--- config.mk ---
export PLATFORM = sky130hd
export DESIGN_NAME = edge_capture_unit
export DESIGN_NICKNAME = d
export VERILOG_FILES = /design/src/rtl/ecu_pkg.sv /design/src/rtl/ecu_edge_detect.sv /design/src/rtl/ecu_src_mux.sv /design/src/rtl/ecu_channel.sv /design/src/rtl/ecu_regs.sv /design/src/rtl/edge_capture_unit.sv
export SDC_FILE = /design/constraint.sdc
export NUM_CORES = 1
export LEC_CHECK = 0
export BUFFER_PORTS_ARGS = -buffer_cell sky130_fd_sc_hd__buf_4
export CAP_MARGIN = 0
export CELL_PAD_IN_SITES_DETAIL_PLACEMENT = 0
export CELL_PAD_IN_SITES_GLOBAL_PLACEMENT = 2
export CORE_UTILIZATION = 45
export CTS_CLUSTER_DIAMETER = 40
export CTS_CLUSTER_SIZE = 8
export DETAILED_ROUTE_END_ITERATION = 10
export PLACE_DENSITY = 0.94
export SETUP_SLACK_MARGIN = 0.5
export SLEW_MARGIN = 40
export SYNTH_ARGS = -nofsm -noshare
export SYNTH_HDL_FRONTEND = slang
export SYNTH_HIERARCHICAL = 1
export SYNTH_SLANG_ARGS = --single-unit
--- constraint.sdc ---
create_clock -name clk -period 7.9 [get_ports clk]
set_input_delay 1.58 -clock clk [delete_from_list [all_inputs] [get_ports clk]]
set_output_delay 1.58 -clock clk [all_outputs]
set_load 0.1 [all_outputs]
--- src/rtl/ecu_pkg.sv ---
package ecu_pkg;

  typedef enum logic [1:0] {
    EDGE_OFF  = 2'b00,
    EDGE_RISE = 2'b01,
    EDGE_FALL = 2'b10,
    EDGE_BOTH = 2'b11
  } edge_mode_e;

  localparam int unsigned NUM_CH = 4;
  localparam int unsigned ADDR_W = 3;

  localparam logic [ADDR_W-1:0] ADR_CTRL_LO = 3'd0;
  localparam logic [ADDR_W-1:0] ADR_CTRL_HI = 3'd1;
  localparam logic [ADDR_W-1:0] ADR_SRC     = 3'd2;
  localparam logic [ADDR_W-1:0] ADR_STAT    = 3'd3;

endpackage

--- src/rtl/ecu_edge_detect.sv ---
module ecu_edge_detect
  import ecu_pkg::*;
#(
  parameter int unsigned SYNC_STAGES = 2
) (
  input  logic       clk,
  input  logic       rst_n,
  input  logic       pin_i,
  input  edge_mode_e mode_i,
  output logic       hit_o,
  output logic       rise_o
);

  // chain_q[SYNC_STAGES-1] is the synchronized level; the last flop keeps history
  logic [SYNC_STAGES:0] chain_q, chain_d;
  logic                 synced, prev;
  logic                 rise_det, fall_det;
  logic                 hit_d;

  always_comb begin
    chain_d = {chain_q[SYNC_STAGES-1:0], pin_i};
  end

  assign synced   = chain_q[SYNC_STAGES-1];
  assign prev     = chain_q[SYNC_STAGES];
  assign rise_det = synced & ~prev;
  assign fall_det = ~synced & prev;

  always_comb begin
    case (mode_i)
      EDGE_RISE: hit_d = rise_det;
      EDGE_FALL: hit_d = fall_det;
      EDGE_BOTH: hit_d = rise_det | fall_det;
      default:   hit_d = 1'b0;
    endcase
  end

  always_ff @(posedge clk or negedge rst_n) begin
    if (!rst_n) begin
      chain_q <= '0;
      hit_o   <= 1'b0;
      rise_o  <= 1'b0;
    end else begin
      chain_q <= chain_d;
      hit_o   <= hit_d;
      rise_o  <= rise_det;
    end
  end

  AST_OFF_NO_HIT: assert property (@(posedge clk) disable iff (!rst_n)
    (mode_i == EDGE_OFF) |=> !hit_o);

  AST_HIT_NEEDS_TRANSITION: assert property (@(posedge clk) disable iff (!rst_n)
    hit_o |-> $past(synced) != $past(prev));

endmodule

--- src/rtl/ecu_src_mux.sv ---
module ecu_src_mux #(
  parameter int unsigned CNT_W   = 16,
  parameter int unsigned NUM_SRC = 4,
  parameter int unsigned SEL_W   = 2
) (
  input  logic [NUM_SRC*CNT_W-1:0] counters_i,
  input  logic [SEL_W-1:0]         sel_i,
  output logic [CNT_W-1:0]         value_o
);

  always_comb begin
    value_o = '0;
    for (int n = 0; n < int'(NUM_SRC); n++) begin
      if (int'(sel_i) == n) begin
        value_o = counters_i[n*CNT_W +: CNT_W];
      end
    end
  end

endmodule

--- src/rtl/ecu_channel.sv ---
module ecu_channel
  import ecu_pkg::*;
#(
  parameter int unsigned CNT_W = 16
) (
  input  logic             clk,
  input  logic             rst_n,
  input  logic             hit_i,
  input  logic             rise_i,
  input  edge_mode_e       mode_i,
  input  logic [CNT_W-1:0] cnt_i,
  input  logic             clr_i,
  output logic [CNT_W-1:0] cap_o,
  output logic             flag_o,
  output logic             pol_o
);

  logic             capture;
  logic [CNT_W-1:0] cap_q, cap_d;
  logic             flag_q, flag_d;
  logic             pol_q, pol_d;

  // a pending hit is dropped if the channel was switched off meanwhile
  assign capture = hit_i & (mode_i != EDGE_OFF);

  always_comb begin
    cap_d  = cap_q;
    pol_d  = pol_q;
    flag_d = flag_q & ~clr_i;
    if (capture) begin
      cap_d  = cnt_i;
      pol_d  = rise_i;
      flag_d = 1'b1;
    end
  end

  always_ff @(posedge clk or negedge rst_n) begin
    if (!rst_n) begin
      cap_q  <= '0;
      flag_q <= 1'b0;
      pol_q  <= 1'b0;
    end else begin
      cap_q  <= cap_d;
      flag_q <= flag_d;
      pol_q  <= pol_d;
    end
  end

  assign cap_o  = cap_q;
  assign flag_o = flag_q;
  assign pol_o  = pol_q;

  AST_OFF_KEEPS_CAPTURE: assert property (@(posedge clk) disable iff (!rst_n)
    (mode_i == EDGE_OFF) |=> ($stable(cap_q) && $stable(pol_q)));

  AST_CAPTURE_SETS_FLAG: assert property (@(posedge clk) disable iff (!rst_n)
    capture |=> flag_q);

  AST_FLAG_ONLY_FROM_CAPTURE: assert property (@(posedge clk) disable iff (!rst_n)
    $rose(flag_q) |-> $past(capture));

  AST_POL_HOLDS: assert property (@(posedge clk) disable iff (!rst_n)
    !capture |=> $stable(pol_q));

  AST_CLEAR_DROPS_FLAG: assert property (@(posedge clk) disable iff (!rst_n)
    (clr_i && !capture) |=> !flag_q);

  AST_CAPTURE_BEATS_CLEAR: assert property (@(posedge clk) disable iff (!rst_n)
    (clr_i && capture) |=> flag_q);

endmodule

--- src/rtl/ecu_regs.sv ---
module ecu_regs
  import ecu_pkg::*;
#(
  parameter int unsigned DATA_W = 16,
  parameter int unsigned CNT_W  = 16,
  parameter int unsigned SEL_W  = 2
) (
  input  logic                    clk,
  input  logic                    rst_n,
  input  logic                    wr_en_i,
  input  logic [ADDR_W-1:0]       addr_i,
  input  logic [DATA_W-1:0]       wr_data_i,
  input  logic [NUM_CH-1:0]       flag_i,
  input  logic [NUM_CH-1:0]       pol_i,
  input  logic [NUM_CH*CNT_W-1:0] cap_i,
  output edge_mode_e              mode_o [NUM_CH],
  output logic [NUM_CH-1:0]       ie_o,
  output logic [NUM_CH-1:0]       clr_o,
  output logic [NUM_CH*SEL_W-1:0] sel_o,
  output logic [DATA_W-1:0]       rd_data_o
);

  localparam int unsigned SRC_BITS = NUM_CH * SEL_W;

  edge_mode_e                mode_q [NUM_CH];
  edge_mode_e                mode_d [NUM_CH];
  logic [NUM_CH-1:0]         ie_q, ie_d;
  logic [SRC_BITS-1:0]       sel_q, sel_d;
  logic                      is_ctrl;
  logic                      unused_wr_hi;

  assign is_ctrl      = (addr_i == ADR_CTRL_LO) || (addr_i == ADR_CTRL_HI);
  assign unused_wr_hi = ^wr_data_i[DATA_W-1:8];

  // next state of the writable fields
  always_comb begin
    mode_d = mode_q;
    ie_d   = ie_q;
    sel_d  = sel_q;
    clr_o  = '0;
    if (wr_en_i) begin
      if (is_ctrl) begin
        for (int k = 0; k < 2; k++) begin
          mode_d[{addr_i[0], k[0]}] = edge_mode_e'(wr_data_i[2*k +: 2]);
          ie_d[{addr_i[0], k[0]}]   = wr_data_i[4+k];
          clr_o[{addr_i[0], k[0]}]  = ~wr_data_i[6+k];
        end
      end else if (addr_i == ADR_SRC) begin
        sel_d = wr_data_i[SRC_BITS-1:0];
      end
    end
  end

  always_ff @(posedge clk or negedge rst_n) begin
    if (!rst_n) begin
      for (int c = 0; c < int'(NUM_CH); c++) begin
        mode_q[c] <= EDGE_OFF;
      end
      ie_q  <= '0;
      sel_q <= '0;
    end else begin
      for (int c = 0; c < int'(NUM_CH); c++) begin
        mode_q[c] <= mode_d[c];
      end
      ie_q  <= ie_d;
      sel_q <= sel_d;
    end
  end

  // read path
  always_comb begin
    rd_data_o = '0;
    if (is_ctrl) begin
      rd_data_o[7:0] = {flag_i[{addr_i[0], 1'b1}], flag_i[{addr_i[0], 1'b0}],
                        ie_q[{addr_i[0], 1'b1}],   ie_q[{addr_i[0], 1'b0}],
                        mode_q[{addr_i[0], 1'b1}], mode_q[{addr_i[0], 1'b0}]};
    end else if (addr_i == ADR_SRC) begin
      rd_data_o[SRC_BITS-1:0] = sel_q;
    end else if (addr_i == ADR_STAT) begin
      rd_data_o[NUM_CH-1:0] = pol_i;
    end else begin
      rd_data_o[CNT_W-1:0] = cap_i[int'(addr_i[1:0])*CNT_W +: CNT_W];
    end
  end

  assign mode_o = mode_q;
  assign ie_o   = ie_q;
  assign sel_o  = sel_q;

  AST_RO_WRITE_IGNORED: assert property (@(posedge clk) disable iff (!rst_n)
    (wr_en_i && addr_i >= ADR_STAT) |=> ($stable(ie_q) && $stable(sel_q)));

  AST_PAIR_ISOLATION: assert property (@(posedge clk) disable iff (!rst_n)
    (wr_en_i && addr_i == ADR_CTRL_HI) |=>
      ($stable(mode_q[0]) && $stable(mode_q[1]) && $stable(ie_q[1:0])));

endmodule

--- src/rtl/edge_capture_unit.sv ---
module edge_capture_unit
  import ecu_pkg::*;
#(
  parameter int unsigned CNT_W       = 16,
  parameter int unsigned NUM_SRC     = 4,
  parameter int unsigned SYNC_STAGES = 2,
  parameter int unsigned DATA_W      = 16
) (
  input  logic                     clk,
  input  logic                     rst_n,
  input  logic [NUM_CH-1:0]        cap_pin_i,
  input  logic [NUM_SRC*CNT_W-1:0] counters_i,
  input  logic                     bus_wr_i,
  input  logic [ADDR_W-1:0]        bus_addr_i,
  input  logic [DATA_W-1:0]        bus_wdata_i,
  output logic [DATA_W-1:0]        bus_rdata_o,
  output logic [NUM_CH-1:0]        irq_o
);

  localparam int unsigned SEL_W = (NUM_SRC > 1) ? $clog2(NUM_SRC) : 1;

  logic [1:0]              rst_pipe_q;
  logic                    rst_sync_n;
  edge_mode_e              mode [NUM_CH];
  logic [NUM_CH-1:0]       ie, clr, flag, pol, hit, rise;
  logic [NUM_CH*SEL_W-1:0] sel;
  logic [NUM_CH*CNT_W-1:0] cap_all;
  logic [NUM_CH*CNT_W-1:0] src_val;

  // reset asserts at once, releases two clocks later
  always_ff @(posedge clk or negedge rst_n) begin
    if (!rst_n) begin
      rst_pipe_q <= '0;
    end else begin
      rst_pipe_q <= {rst_pipe_q[0], 1'b1};
    end
  end
  assign rst_sync_n = rst_pipe_q[1];

  ecu_regs #(
    .DATA_W(DATA_W),
    .CNT_W (CNT_W),
    .SEL_W (SEL_W)
  ) u_regs (
    .clk      (clk),
    .rst_n    (rst_sync_n),
    .wr_en_i  (bus_wr_i),
    .addr_i   (bus_addr_i),
    .wr_data_i(bus_wdata_i),
    .flag_i   (flag),
    .pol_i    (pol),
    .cap_i    (cap_all),
    .mode_o   (mode),
    .ie_o     (ie),
    .clr_o    (clr),
    .sel_o    (sel),
    .rd_data_o(bus_rdata_o)
  );

  for (genvar c = 0; c < NUM_CH; c++) begin : g_ch
    ecu_edge_detect #(
      .SYNC_STAGES(SYNC_STAGES)
    ) u_edge (
      .clk   (clk),
      .rst_n (rst_sync_n),
      .pin_i (cap_pin_i[c]),
      .mode_i(mode[c]),
      .hit_o (hit[c]),
      .rise_o(rise[c])
    );

    ecu_src_mux #(
      .CNT_W  (CNT_W),
      .NUM_SRC(NUM_SRC),
      .SEL_W  (SEL_W)
    ) u_mux (
      .counters_i(counters_i),
      .sel_i     (sel[c*SEL_W +: SEL_W]),
      .value_o   (src_val[c*CNT_W +: CNT_W])
    );

    ecu_channel #(
      .CNT_W(CNT_W)
    ) u_chan (
      .clk   (clk),
      .rst_n (rst_sync_n),
      .hit_i (hit[c]),
      .rise_i(rise[c]),
      .mode_i(mode[c]),
      .cnt_i (src_val[c*CNT_W +: CNT_W]),
      .clr_i (clr[c]),
      .cap_o (cap_all[c*CNT_W +: CNT_W]),
      .flag_o(flag[c]),
      .pol_o (pol[c])
    );
  end

  assign irq_o = flag & ie;

  AST_IRQ_QUIET_AFTER_CLEAR: assert property (@(posedge clk) disable iff (!rst_sync_n)
    (flag == '0) |-> (irq_o == '0));

endmodule

Word level (Yosys, flattened, before mapping)
Index checks and enable logic that the tools add are counted.
Widths: inputs -> output; s select.
{"block": "word_totals", "in_bits": 90, "register_bits": 114, "word_cells": 181, "out_inout_bits": 20}
{"block": "op_classes", "n_mux": 59, "n_eq_ne": 27, "shifts": 1, "magnitude_cmp": 8, "reduce_logical": 16, "bitwise": 39}
{"cell": "$mux 16", "n": 16}
{"cell": "$shiftx 64x7->16", "n": 1}
{"cell": "$eq 2x2->1 const B", "n": 16}
{"cell": "$mux 8", "n": 4}
{"cell": "$and 1x1->1", "n": 16}
{"cell": "$bwmux 8", "n": 2}
{"cell": "$eq 2x1->1 const B", "n": 8}
{"cell": "$not 1->1", "n": 15}
{"cell": "$mux 1", "n": 14}
{"cell": "$bwmux 4", "n": 3}
{"cell": "$mux 12", "n": 1}
{"cell": "$mux 2", "n": 6}
{"cell": "$mux 4", "n": 3}
{"cell": "$pmux 1 s3", "n": 4}
{"cell": "$bmux 2 s2", "n": 2}
{"cell": "$demux 2 s2", "n": 2}
{"cell": "$logic_not 2->1", "n": 4}
{"cell": "$reduce_bool 2->1", "n": 4}
{"cell": "$eq 3x2->1 const B", "n": 2}
{"cell": "$ge 3x3->1 const B", "n": 2}
{"cell": "$lt 2x3->1 const B", "n": 2}
{"cell": "$lt 3x1->1 const B", "n": 2}
{"cell": "$not 2->3", "n": 2}
{"cell": "$and 4x3->4", "n": 1}
{"cell": "other kinds (10)", "n": 18}

Longest topological paths before layout
Gate-level depths: netlist of run 1.
{"block": "logic_depth", "depth_word": 11, "depth_mapped": 6, "depth_no_buf": 5}

Cells and area by module
Netlist of run 1, hierarchy kept.
{"mod": "ecu_channel", "seq_area_each_um2": 450.4, "area_each_um2": 720.7, "cells_each": 39, "instances": 4}
{"mod": "ecu_src_mux", "seq_area_each_um2": 0.0, "area_each_um2": 424.2, "cells_each": 20, "instances": 4}
{"mod": "ecu_regs", "seq_area_each_um2": 500.5, "area_each_um2": 1547.7, "cells_each": 119, "instances": 1}
{"mod": "ecu_edge_detect", "seq_area_each_um2": 125.1, "area_each_um2": 183.9, "cells_each": 14, "instances": 4}
{"mod": "edge_capture_unit", "seq_area_each_um2": 50.0, "area_each_um2": 78.8, "cells_each": 7, "instances": 1}

Least setup slack after synthesis of run 1
Ideal clock, no wire load.
{"block": "synth_path", "kind": "input port to output port", "from": "in bus_addr_i[1]", "to": "out bus_rdata_o[6]", "t_required_ns": 6.320, "cell_stages": 4, "slack_ns": 1.862, "arrival_time_ns": 4.458, "n_path_buf": 2, "path_cell_list": "buf_2 -> buf_2 -> and2_1 -> a221oi_1"}
{"block": "synth_via", "elab_chain_len": 4, "word_cells_on_any_way": 9, "classes_between": "eq/ne (3); shift (1); mux (3); reduce/logical (2)"}
{"item": "from (decl)", "line": "edge_capture_unit.sv:14", "text": "input logic [ADDR_W-1:0] bus_addr_i,"}
{"item": "$shiftx 64x7->16 or $eq 3x2->1 (tied branches)", "line": "ecu_regs.sv:82, ecu_regs.sv:79"}
{"item": "$mux 12", "line": "ecu_regs.sv:79", "text": "end else if (addr_i == ADR_STAT) begin"}
{"item": "$mux 8", "line": "ecu_regs.sv:77", "text": "end else if (addr_i == ADR_SRC) begin"}
{"item": "$mux 8 *", "line": "ecu_regs.sv:73", "text": "if (is_ctrl) begin"}
{"item": "to (decl)", "line": "edge_capture_unit.sv:16", "text": "output logic [DATA_W-1:0] bus_rdata_o,"}
Mark *: on every way between the ends. The rest lies on a longest branch, timed or not.

Final worst setup path of run 1
{"block": "layout_path", "from": "in bus_addr_i[0]", "to": "out bus_rdata_o[6]"}
The elaborated chain is that of the path after synthesis.

==> summary.txt, run 1 <==
Power
  • Clk pwr share: between 20% and 30%
  • Total power: around 2.8 mW
  • Cell-internal power: around 1.8 mW
  • Seq pwr share: 35.2%
  • P_leak: 3.68 nW
  • Largest vdd supply drop: around 0.18 mV
  • Sw Share: roughly 34%
  • PD cells: ~340 nW/um^2
  • Logic pwr share: 39.4%
  • Sw power: roughly 960 uW

Logic synthesis
  • Most common cell in the netlist: dfrtp_1
  • Post-synthesis instance area: approximately 6900 sq um
  • Top cell type's share of synthesized area: roughly two fifths
  • Netlist cell types: 28
  • Synth area leaders: dfrtp_1, mux4_2, mux4_1
  • Synth Register Bits: approximately 110
  • Seq/Total Area, Yosys: 41.1%
  • Post-synth EDFFs: 0
  • Mean Syn Cell Area: around 17 sq um
  • Mapped Cells: between 400 and 500
  • Post-synth top area cell: dfrtp_1
  • Asr flop ratio synth: 100%
  • Commonest cells post-synth: dfrtp_1, mux4_2, mux2_2
  • Synth Warn #: 6
  • Post-synthesis net count: slightly above 500
  • Most used DFF post-synth: dfrtp_1

Route
  • First-pass iteration count of the detailed router: 4
  • Via/cell ratio: around 6
  • Drt wl/cell: 22.8 um
  • DRC: 0
  • Final ANT Viol Nets: 0
  • Iter 0 DRT Violations: around 270
  • Vias after detailed routing: approximately 4300
  • Drt total wl: 16300 um

Global routing
  • Pin count of the biggest net entering global routing: 64
  • Most used routing layer: met2
  • Met2 Use GR: 39.0%
  • Vias in the first global route: about 4600
  • GR Layer Usage met3: around 4.7%
  • GR Layer Usage met1: approximately 27%
  • Total gr overflow: 0
  • Total global-route track usage: between 20% and 30%
  • Initial antenna violation count: 0
  • Global-route wire length before repair: about 26000 um

Floorplanning
  • Starting Density: 45.8%
  • I/O pins: between 100 and 150
  • Die width: between 100 and 150 um
  • Core ar.: ~15000 sq um
  • Cell row count: 45
  • Die area: ~16000 sq um
  • Chip height: ~130 um

Timing
  • Final Hold Viols: 0
  • Hold Slack: between 300 and 400 ps
  • FMAX: 211 MHz
  • RSZ-0062 raised after global routing: false
  • Final Slew Violations: 0
  • Minimum clock period: approximately 4800 ps
  • Final period util: between 60 and 70%
  • Final setup fails: 0
  • Clock skew: a little under 7 ps
  • Measured slew at the worst slew-check pin: 660 ps
  • Slew headroom: a little under three fifths
  • Setup TNS: 0 ps

Setup path
  • RR Startpoint: u_regs/sel_o[6]
  • Crit path from: bus_addr_i[0]
  • Critical Path AT: 3170 ps
  • CP endpoint kind: output pin
  • CP Max Fanout: 32
  • Worst path required time: roughly 6300 ps
  • Startpoint Class: primary input
  • Critical path class: primary input to output pin

Cells and area
  • Fin cells: between 700 and 800
  • Area Growth Syn to Fin: 19.6%
  • Final Net Count: 615
  • Fillers: 1177
  • Fraction of final layout cells with drive strength greater than 1: a little under three fifths
  • Post-layout util: 54.8%
  • # diodes: 0

Clocking
  • Worst-Skew Late Latency: 410 ps
  • Clock Sinks: roughly 110
  • Htree depth: 4
  • # Post-CTS Setup Buffers: 0
  • Max clock buf depth: 2
  • TritonCTS Buffers: 17
  • Hold Buf Count CTS: 0
  • Post-cts sizing count: 0
  • Worst-path clk slew: 50 ps
  • Clock root buffer: clkbuf_16
  • CTS tree: done

Placement
  • Dpl cells: approximately 690
  • Post-DP HPWL: 10900 um
  • Buffers on Ports: around 100
  • Placer Congestion: around 0.76

Status
  • Status: complete, no violations

Hold path
  • Hold Path Origin: g_ch[0].u_edge/chain_q[0]
  • Hold Path Class: flip-flop to flip-flop

Job
  • Max-cap violation count: 0
## registers in the layout, summed over array words and instances (netlist names)
| register | count |
|---|---|
| g_ch.u_chan/flag_o | 4 |
| g_ch.u_chan/pol_o | 4 |
| g_ch.u_chan/cap_o | 64 |
| g_ch.u_edge/rise_o | 4 |
| g_ch.u_edge/chain_q | 12 |
| u_regs/ie_o | 4 |
| rst_pipe_q | 2 |
| u_regs/sel_o | 8 |
| g_ch.u_edge/hit_o | 4 |
| u_regs/mode_o | 8 |
## cells by family (layout without fill, tap and decap cells)
kind of cell	Yosys count	in the layout	synth area share [%]
and+or+nand+nor	48	48	4.06
buffers and inverters	43	154	5.26
DFF	114	114	41.1
other	1	1	0.0540
AOI/OAI and AO/OA	24	24	2.81
adders and majority gates	8	8	1.44
muxes	180	180	45.3
## final cells by class
| class | instances | area, sq um | area share [%] |
|---|---|---|---|
| multi-input combinational | 261 | 3720 | 44.8 |
| clock buffer | 26 | 499 | 6.01 |
| clock inverter | 5 | 52.6 | 0.633 |
| timing repair buffer | 110 | 885 | 10.7 |
| tap | 188 | 235 | 2.83 |
| inverter | 13 | 48.8 | 0.588 |
| sequential | 114 | 2860 | 34.5 |
## cells in the final DEF (no fill, tap or decap), types with 3 or more instances in the layout
cell type / Yosys / final
mux2_4: 36 / 36
nand2_1: 12 / 12
mux4_1: 24 / 24
buf_4: 2 / 105
a221oi_1: 8 / 8
o21ai_4: 4 / 4
inv_1: 13 / 13
clkbuf_16: 0 / 17
and2_1: 13 / 13
clkbuf_1: 2 / 5
o21ai_0: 4 / 4
nor2_1: 3 / 3
mux2_2: 55 / 55
o21ai_1: 8 / 8
clkbuf_8: 0 / 4
mux2i_1: 8 / 8
dfrtp_1: 114 / 109
dfrtp_2: 0 / 4
nand2b_1: 4 / 4
nor2b_1: 12 / 12
mux4_2: 56 / 56
ha_1: 8 / 8
clkinv_2: 0 / 3
## metal layers
layer,wire length [um],vias up
li1,-,1854
met1,6560,2238
met2,8670,140
met3,823,25
met4,274,0
met5,0,-
## final timing paths
check	endpoint	slack (ps)	depth (start not counted)
max	bus_rdata_o[6]	3150	5
min reg2reg	g_ch[0].u_edge/chain_q[1]	340	0
max reg2reg	g_ch[3].u_chan/cap_o[0]	6150	3
min in group asynchronous	g_ch[3].u_edge/chain_q[0]	360	0
max in group asynchronous	g_ch[0].u_chan/cap_o[5]	6510	1
min	g_ch[0].u_edge/chain_q[1]	340	0
## power groups by stage
| stage | Sequential [mW] | Combinational [mW] | Clock (mW) |
|---|---|---|---|
| after floorplan | 0.905 | 0.936 | 0 |
| after global placement | 0.966 | 1.06 | 0 |
| after detailed placement | 0.984 | 1.10 | 0 |
| after CTS | 0.982 | 1.10 | 0.724 |
| after global routing | 1.01 | 1.15 | 0.757 |
| final | 0.981 | 1.10 | 0.711 |
## critical path, cell delays in order
cell and delay [ps]:
buf_4 480, mux2_2 410, a221oi_1 310, a221oi_1 100, buf_4 260
## through the flow
stage                     worst slack, ps  instance area, sq um
after floorplan                      1860                  6940
after global placement               3120                  7660
after detailed placement             3120                  7730
after CTS                            3120                  8290
after global routing                 3050                  8310
final                                3150                  8310
Power figures use the tool's default switching activity.
==> run 2, diff against run 1 <==
Settings changed: CORE_UTILIZATION 45 to 42, PLACE_DENSITY 0.94 to 0.89.
Clock period 7.9 ns to 4.5 ns, I/O delays scaled along.
==> run 2 against run 1 <==
  * Design area is 2.3% higher
  * Via count is 0.85% higher
  * Hold slack worse by 210 ps
  * Setup slack worse by 2100 ps
  * First-iteration DRC count is 17% higher
  * Wire length is 3.7% higher
  * Clock power is 100% higher
  * Register-to-register slack worse by 3400 ps
  * Sequential share of layout area is 0.83 points lower
  * Critical endpoint unchanged
  * Die area is 7.0% higher
  * Power is 83% higher
  * Critical path type unchanged
  * Clock-buffer cell count is 3 lower
==> summary.txt, run 2 (synthesis gave the netlist of run 1 again) <==
Clocking
  • Htree depth: 4
  • Max clock buf depth: 2
  • TritonCTS Buffers: 17
  • # Post-CTS Setup Buffers: 0
  • Hold Buf Count CTS: 0
  • Worst-path clk slew: approximately 50 ps
  • Post-cts sizing count: 0
  • CTS tree: done
  • Worst-Skew Late Latency: 420 ps
  • Clock Sinks: between 100 and 150
  • Clock root buffer: clkbuf_16

Timing
  • Measured slew at the worst slew-check pin: around 640 ps
  • Final setup fails: 0
  • Final period util: roughly three quarters
  • Setup TNS: 0 ps
  • Slew headroom: between 50% and 60%
  • FMAX: 291 MHz
  • Clock skew: 11.9 ps
  • Hold Slack: around 130 ps
  • Minimum clock period: 3440 ps
  • Final Slew Violations: 0
  • Final Hold Viols: 0
  • RSZ-0062 raised after global routing: false

Setup path
  • Bufs and invs on worst path: 2
  • Worst stage delay on the critical path: between 400 and 500 ps
  • CP cell instances: buf_4 > mux2_2 > a221oi_1 > a221oi_2 > buf_4
  • Startpoint Class: primary input
  • Critical path class: primary input to output pin
  • Reg-to-Reg End: g_ch[1].u_chan/cap_o[3]
  • FF-to-FF setup slack: 2770 ps
  • CP dominant cell by count: buf_4
  • Worst path required time: about 3600 ps
  • Critical Path AT: between 2000 and 3000 ps
  • CP endpoint kind: output pin
  • RR Startpoint: u_regs/sel_o[2]
  • Reg2reg path depth: 3
  • CP max stage cell: buf_4
  • CP top delay family: buffers and inverters
  • CP Depth: 5
  • CP Max Fanout: 32

Power
  • Largest vdd supply drop: ~0.25 mV
  • Sw power: between 1.5 and 2 mW
  • Seq pwr share: 32.2%
  • Sw Share: roughly a third
  • Logic pwr share: between 30% and 40%
  • Clk pwr share: between 20% and 30%
  • PD cells: between 600 and 700 nW/um^2
  • Cell-internal power: roughly 3.4 mW
  • P_leak: roughly 3.8 nW

Route
  • DRC: 0
  • Met3 wire len: about 1300 um
  • Via/cell ratio: ~5.7
  • Vias after detailed routing: 4293
  • Top routing layer in use: met4
  • Drt total wl: roughly 17000 um
  • Final ANT Viol Nets: 0
  • Drt wl/cell: roughly 23 um
  • Iter 0 DRT Violations: around 320
  • First-pass iteration count of the detailed router: 4
  • Routed met1 length: 6770 um
  • Met2 WL: ~8700 um

Cells and area
  • Max reg flops: 64
  • Area Growth Syn to Fin: 22.4%
  • # diodes: 0
  • Commonest cells after routing, fill and taps aside: dfrtp_1, buf_4, mux4_2
  • Fraction of final layout cells with drive strength greater than 1: between 50 and 60%
  • Final Net Count: between 600 and 700
  • Commonest non-fill, non-tap cell in the layout: dfrtp_1

Placement
  • Post-DP HPWL: about 11000 um
  • Buffers on Ports: approximately 100
  • Placer Congestion: a little under 0.8

Hold path
  • Hold Path Class: flip-flop to asynchronous set/reset pin

Floorplanning
  • Chip height: about 130 um
  • I/O pins: 110
  • Core ar.: ~16000 sq um
  • Die width: between 100 and 150 um
  • Cell row count: 46
  • Die area: around 17000 sq um
  • Starting Density: 43.4%

Global routing
  • Total global-route track usage: 21.5%
  • Global-route wire length before repair: about 26000 um
  • Pin count of the biggest net entering global routing: 44
  • Vias in the first global route: around 4500
  • Initial antenna violation count: 0
  • Total gr overflow: 0

Status
  • Status: complete, no violations

Job
  • Max-cap violation count: 0
run 2: changes by cell type in the layout (fill, tap and decap cells not counted), sizes merged:
cell	previous run	this run
bufinv	1	4
buf	110	116
clkinv	3	4
clkbuf	26	23
run 2: stage by stage:
| step | std cells | setup WS, ps | power [mW] | util [%] | cell area (sq um) |
|---|---|---|---|---|---|
| after floorplan | 418 | -153 | 3.24 | - | 6950 |
| after global placement | 714 | 1070 | 3.57 | 48.3 | 7730 |
| after detailed placement | 720 | 1070 | 3.69 | 49.1 | 7860 |
| after CTS | 752 | 1080 | 5.15 | 53.1 | 8500 |
| after global routing | 752 | 977 | 5.32 | 53.1 | 8500 |
| final | 752 | 1060 | 5.10 | 53.1 | 8500 |
run 2: how the worst max path moves through the flow:
stage / startpoint / endpoint / slack (ps)
final: bus_addr_i[0] / bus_rdata_o[6] / 1060
after global routing: bus_addr_i[0] / bus_rdata_o[6] / 980
after CTS: bus_addr_i[0] / bus_rdata_o[6] / 1080
after detailed placement: bus_addr_i[0] / bus_rdata_o[6] / 1070
after global placement: bus_addr_i[0] / bus_rdata_o[6] / 1070
after floorplan: bus_addr_i[1] / bus_rdata_o[4] / -150
run 2: area by class of cell:
cell class                      instances  area, sq um
Clock inverter                          9          151
Sequential cell                       114         2860
Multi-Input combinational cell        261         3730
Inverter                               13         48.8
Clock buffer                           23          488
Tap cell                              216          270
Fill cell                            1339         7500
Timing Repair Buffer                  116          951
run 2: power groups by stage:
stage	Combinational [mW]	Clock, mW	Sequential, mW
3_5_place_dp	2.03	0	1.66
4_1_cts	2.04	1.47	1.64
5_1_grt	2.11	1.52	1.69
3_3_place_gp	1.94	0	1.64
6_report	2.01	1.44	1.64
2_1_floorplan	1.65	0	1.59
run 2: metal layers:
layer / up-vias / global-route usage (%)
met2: 170 / 35.4
met3: 10 / 5.17
met1: 2251 / 27.9
met4: 0 / 7.23
met5: - / 0
li1: 1862 / -
